--- src/rtl/mem_resp_router.sv ---
module mem_resp_router #(
  parameter int NPROC   = 4,
  parameter int HADDR_W = 15,
  parameter int PADDR_W = 12,
  parameter int DATA_W  = 12,
  localparam int TAG_W  = $clog2(NPROC + 1)
) (
  input  logic                     clk,
  input  logic                     rst,
  input  logic                     in_valid,
  output logic                     in_ready,
  input  logic [TAG_W-1:0]         in_tag,
  input  logic [HADDR_W-1:0]       in_addr,
  input  logic [DATA_W-1:0]        in_data,
  output logic                     host_valid,
  input  logic                     host_ready,
  output logic [HADDR_W-1:0]       host_addr,
  output logic [DATA_W-1:0]        host_data,
  output logic [NPROC-1:0]         proc_valid,
  input  logic [NPROC-1:0]         proc_ready,
  output logic [NPROC*PADDR_W-1:0] proc_addr,
  output logic [NPROC*DATA_W-1:0]  proc_data,
  output logic                     err_pulse
);

  logic               full;
  logic [TAG_W-1:0]   h_tag;
  logic [HADDR_W-1:0] h_addr;
  logic [DATA_W-1:0]  h_data;

  logic [NPROC:0] ch_ready;
  logic [NPROC:0] ch_valid;
  logic           out_fire, take, tag_ok;

  assign ch_ready = {proc_ready, host_ready};
  assign tag_ok   = int'(in_tag) <= NPROC;
  assign out_fire = full && ch_ready[h_tag];
  assign in_ready = !full || out_fire;
  assign take     = in_valid && in_ready;

  always_ff @(posedge clk) begin
    if (rst) begin
      full      <= 1'b0;
      err_pulse <= 1'b0;
    end else begin
      err_pulse <= take && !tag_ok;
      if (take && tag_ok)
        full <= 1'b1;
      else if (out_fire)
        full <= 1'b0;
    end
  end

  always_ff @(posedge clk) begin
    if (take && tag_ok) begin
      h_tag  <= in_tag;
      h_addr <= in_addr;
      h_data <= in_data;
    end
  end

  assign host_valid = full && h_tag == '0;
  assign host_addr  = h_addr;
  assign host_data  = h_data;

  for (genvar k = 0; k < NPROC; k++) begin : g_proc
    assign proc_valid[k] = full && int'(h_tag) == k + 1;
    assign proc_addr[k*PADDR_W +: PADDR_W] = h_addr[PADDR_W-1:0];
    assign proc_data[k*DATA_W +: DATA_W]   = h_data;
  end

  assign ch_valid = {proc_valid, host_valid};


  one_dest_chk: assert property (@(posedge clk) disable iff (rst)
    $onehot0(ch_valid));


  stall_hold_chk: assert property (@(posedge clk) disable iff (rst)
    (|(ch_valid & ~ch_ready)) |=>
      ($stable(ch_valid) && $stable(host_addr) && $stable(host_data)
       && $stable(proc_addr) && $stable(proc_data)));


  ready_low_chk: assert property (@(posedge clk) disable iff (rst)
    !in_ready |-> (|ch_valid));


  err_cause_chk: assert property (@(posedge clk) disable iff (rst)
    err_pulse |-> $past(in_valid && in_ready));


  err_single_chk: assert property (@(posedge clk) disable iff (rst)
    err_pulse |=> (!err_pulse || $past(in_valid && in_ready)));

endmodule

--- config.mk ---
export PLATFORM = sky130hd
export DESIGN_NAME = mem_resp_router
export DESIGN_NICKNAME = d
export VERILOG_FILES = /design/src/rtl/mem_resp_router.sv
export SDC_FILE = /design/constraint.sdc
export NUM_CORES = 1
export LEC_CHECK = 0
export CAP_MARGIN = 20
export CORE_UTILIZATION = 28
export DETAILED_ROUTE_END_ITERATION = 8
export PLACE_DENSITY = 0.78
export SYNTH_ARGS = -nofsm -noshare
export SYNTH_HDL_FRONTEND = slang
export SYNTH_SLANG_ARGS = --single-unit
--- constraint.sdc ---
create_clock -name clk -period 2.4 [get_ports clk]
set_input_delay 0.6 -clock clk [delete_from_list [all_inputs] [get_ports clk]]
set_output_delay 0.6 -clock clk [all_outputs]
set_load 0.02 [all_outputs]
== Yosys cells after proc, flatten, opt, wreduce, memory -nomap -nowiden ==
Cells that the tools add are included.

* Register bits after elaboration: 32
* Bits of input ports: 38
* Output and inout bits: 130

* Reductions and logical operators: 14
* Equal/unequal tests: 4
* $lt $le $gt $ge: 2
* Multiplexer cells: 4

{| class="wikitable"
|+ Operators with widths
! kind !! count
|-
| 3-bit equality test, second input constant || 3
|-
| 1-bit logical AND || 9
|-
| 3-bit by 4-bit < comparator with 1-bit output, second input constant || 1
|-
| 1-bit binary-select mux with 3-bit select || 1
|-
| 3-bit by 2-bit equality test with 1-bit output, second input constant || 1
|-
| 3-bit <= comparator, second input constant || 1
|-
| 3-bit logical NOT || 1
|-
| 1-bit 2-to-1 mux || 3
|-
| 1-bit logical NOT || 2
|-
| 2-bit nonzero test || 1
|-
| 1-bit logical OR || 1
|}

== Depth between registers and ports, before layout ==
* Depth after elaboration: 7
* Gate-level depth with buffers: 4

== Worst setup path after synthesis ==
Ideal clock, no wire load.

* Path type: input to register
* Start point: input port proc_ready[0]
* End point: register h_tag[0] (enable)
* Setup time: 0.417 ns
* Data arrival time: 2.212 ns
* Path buffers: 0
* Required time: 1.983 ns
* Stages on the path: 3
* Setup slack: -0.229 ns
* Path through: mux4_2 a211oi_2 nor2_1

* Cells in the longest elaborated chain, start to end: 6

{| class="wikitable"
|+ RTL lines
! item !! line !! RTL
|-
| from (decl) || 20 || <nowiki>input logic [NPROC-1:0] proc_ready,</nowiki>
|-
| 1-bit binary-select mux with 3-bit select || 37 || <nowiki>assign out_fire = full && ch_ready[h_tag];</nowiki>
|-
| 1-bit 2-to-1 mux (not written as such) || 37 ||
|-
| 1-bit logical AND || 37 ||
|-
| 1-bit logical OR || 38 || <nowiki>assign in_ready = !full || out_fire;</nowiki>
|-
| 1-bit logical AND || 39 || <nowiki>assign take = in_valid && in_ready;</nowiki>
|-
| 1-bit logical AND || 55 || <nowiki>if (take && tag_ok) begin</nowiki>
|-
| to (signal assigned) || 56 || <nowiki>h_tag <= in_tag;</nowiki>
|-
| to (decl) || 27 || <nowiki>logic [TAG_W-1:0] h_tag;</nowiki>
|}

No other way between the ends. The select of a mux whose other input is x is not followed.
A chain may end at the register's enable or synchronous reset.

== Final worst setup path ==
* Start point: input port proc_ready[2]
* End point: output port in_ready

* Cells in the longest elaborated chain, start to end: 4

{| class="wikitable"
|+ RTL lines
! item !! line !! RTL
|-
| 1-bit binary-select mux with 3-bit select || 37 ||
|-
| 1-bit 2-to-1 mux (not written as such) || 37 ||
|-
| 1-bit logical AND || 37 ||
|-
| 1-bit logical OR || 38 ||
|-
| to (decl) || 11 || <nowiki>output logic in_ready,</nowiki>
|}

No other way between the ends. The select of a mux whose other input is x is not followed.

==> results.json <==
{
  "antenna_found_initial": 0,
  "drt_first_iter_violations": 11,
  "grt_max_degree": 31,
  "drc": 0,
  "p_int_mw": 1.11,
  "synth_top_area_share_pct": 50.4,
  "synth_xor_area_share_pct": 0,
  "clockBufferDepth": 2,
  "finClkSkew_ns": 0.00270,
  "initial_core_util_pct": 29.7,
  "area_delta_synth_final_pct": 68.7,
  "post-dp-hpwl_um": 2950,
  "start_kind": "input port",
  "p_sw_share_pct": 28.0,
  "fin_nets": 273,
  "pwr-share-clk_pct": 24.9,
  "grt_pass1_vias": 1069,
  "clkTransAtPathRegs_ns": 0.06,
  "yosys.cell_types.count": 15,
  "slew_headroom_pct": 44.3,
  "chipHeight_um": 81.9,
  "synthMuxAreaShare_pct": 1.26,
  "hold_path.class": "input port to flop",
  "synth_top_family_by_area": "buffers and inverters",
  "p_seq_share_pct": 44.3,
  "ys.flop_type": "edfxtp_1",
  "cts_tree": "built",
  "rsz0062_at_grt": "no",
  "cts_sinks": 32,
  "wire_per_inst_um": 12.1,
  "p_comb_share_pct": 30.8,
  "insertion_delay_ns": 0.27,
  "end_kind": "primary output",
  "synthCells": 147,
  "grt_pass1_wl_um": 5240,
  "required_ns": 1.80,
  "yosys.area.top_type": "edfxtp_1",
  "ctsHoldBuffers": 0,
  "switchingPower_mw": 0.429,
  "status": "finished clean",
  "avgSynthCellArea_sq_um": 12.2,
  "synth_compound_area_share_pct": 1.47,
  "ys_ff_latch": 32,
  "yosysMostFrequentCell": "buf_4",
  "grt_overflow": 0,
  "core_area_sq_um": 6030,
  "crit_type": "input port to primary output",
  "drive_above_1_share_pct": 9.32,
  "synth_edf_count": 30,
  "synthTopCellsByArea": "edfxtp_1 50%, buf_4 40%, dfxtp_1 2.2%",
  "critical_path.startpoint": "proc_ready[2]",
  "wirelength_um": 3780,
  "tns_ns": 0,
  "antenna_left": 0,
  "finalCritPeriodShare_pct": 97.3,
  "routabilityCongestion": 0.670,
  "critical_path.max_stage_delay_ns": 0.49,
  "port_buffers": 167,
  "fmax_mhz": 428,
  "yosys.area_share.adder_pct": 0,
  "hold_start": "in_addr[3]",
  "ys_top_cells_by_count": "96 x buf_4, 30 x edfxtp_1, 3 x nand2_1, 3 x nor2_1, 3 x nor3_1",
  "yosysWarnings": 0,
  "ys_seq_area_share_pct": 52.7,
  "critPathMaxFanout": 2,
  "htreeDepth": 2,
  "die_w_um": 81.9,
  "cts-root-buf": "clkbuf_8",
  "first_pass_iters": 4,
  "slew_violations": 0,
  "worstMarginPinSlew_ns": 0.833,
  "finalSetupViolCount": 0,
  "dieArea_sq_um": 6700,
  "hold_violations": 0,
  "async_flop_share_pct": 0,
  "rows": 28,
  "vias_per_cell": 3.91,
  "cp_slowest_cell": "mux4_2",
  "synthSimpleGateAreaFrac_pct": 3.64,
  "track_usage_pct": 10.9,
  "vdd_drop_max_mv": 0.255,
  "final_core_util_pct": 50.0,
  "fin_crit_ns": 2.33,
  "crit_chain": "clkdlybuf4s15_1, mux4_2, a211oi_4, inv_2, buf_6",
  "diodes": 0,
  "maxCapViolCount": 0,
  "cp.arrival_ns": 1.73,
  "total_leakage_power_nw": 1.14,
  "syn_area_sq_um": 1790,
  "numCtsBuffers": 5,
  "pin_count": 168,
  "syn_nets": 185,
  "reg2reg_from": "h_tag[0]",
  "num_vias": 1215,
  "power.density_nw_per_um2": 509
}
path summary, 6_finish.rpt:
check / endpoint / slack (ns) / cells after the start
max: in_ready / 0.07 / 5
min: host_addr[3] / 0.88 / 1
max reg2reg: full / 0.16 / 11
min reg2reg: err_pulse / 0.88 / 4
sequential cells by signal, summed over array words and instances, names as in the netlist:
register / count
err_pulse: 1
h_tag: 3
host_data: 12
full: 1
host_addr: 15
layout by cell type, fill, tap and decap left out:
master / netlist / routed
mux4_2: 1 / 1
nor2_1: 3 / 2
nor3_1: 3 / 3
buf_6: 0 / 2
clkdlybuf4s15_1: 0 / 4
clkdlybuf4s50_1: 0 / 159
dfxtp_1: 2 / 2
clkinv_1: 0 / 1
nand2_1: 3 / 3
o21ai_0: 1 / 1
nor2_4: 0 / 1
a21oi_2: 1 / 1
dlymetal6s2s_1: 0 / 3
inv_2: 1 / 1
buf_4: 96 / 9
a211oi_4: 0 / 1
edfxtp_1: 30 / 30
nand2b_1: 1 / 1
clkbuf_8: 0 / 5
nor4b_1: 1 / 1
inv_1: 2 / 2
clkbuf_1: 0 / 2
and4bb_2: 1 / 1
power by group through the flow:
stage / sequential [mW] / clock (mW) / combinational [mW]
final: 0.680 / 0.381 / 0.473
after global routing: 0.687 / 0.437 / 0.498
after CTS: 0.682 / 0.408 / 0.473
after detailed placement: 0.693 / 0 / 0.464
after global placement: 0.690 / 0 / 0.459
after floorplan: 0.722 / 0 / 0.258
logic make-up (layout without fill, tap and decap cells):
kind of cell	after synthesis	in the layout
buffers and inverters	99	188
DFF	32	32
and+or+nand+nor	12	12
AOI/OAI and AO/OA	3	3
muxes	1	1
layer usage:
layer	up-vias	GRT usage, %	part of all wire (%)
met1	552	9.88	31
met5	-	0	0
met4	0	4.74	1.4
li1	561	-	-
met2	97	19.8	54
met3	5	6.00	14
critical path: cells and delay by family:
family                 cells  cell delay (ns)
muxes                      1             0.49
buffers and inverters      3             0.38
AOI/OAI and AO/OA          1             0.26
metrics by stage:
step	instance area (sq um)	hold WS, ns	setup WS [ns]	instances	power [mW]
CTS	2990	0.861	0.0486	311	1.56
detailed placement	2870	0.645	-0.553	297	1.16
finish	3010	0.876	0.0652	311	1.53
floorplan	1790	0.611	0.262	147	0.980
global route	3010	0.854	0.00600	311	1.62
global placement	2870	0.654	-0.528	297	1.15
final cells by class:
type / instances / area, sq um
well taps: 75 / 93.8
clock inverters: 1 / 3.75
inverters: 3 / 11.3
clock buffers: 7 / 76.3
fillers: 538 / 3010
flip-flops and latches: 32 / 941
repair buffers: 177 / 1760
multi-input cells: 16 / 129
what timing repair did:
item | in CTS | in global routing
setup buffers | 6 | 0
endpoints found under the hold margin | 0 | 0
pin swaps | 1 | 0
resized for setup | 10 | 9
endpoints found under the setup margin | 1 | 3
Note: power is estimated with default switching activity, not from simulation.
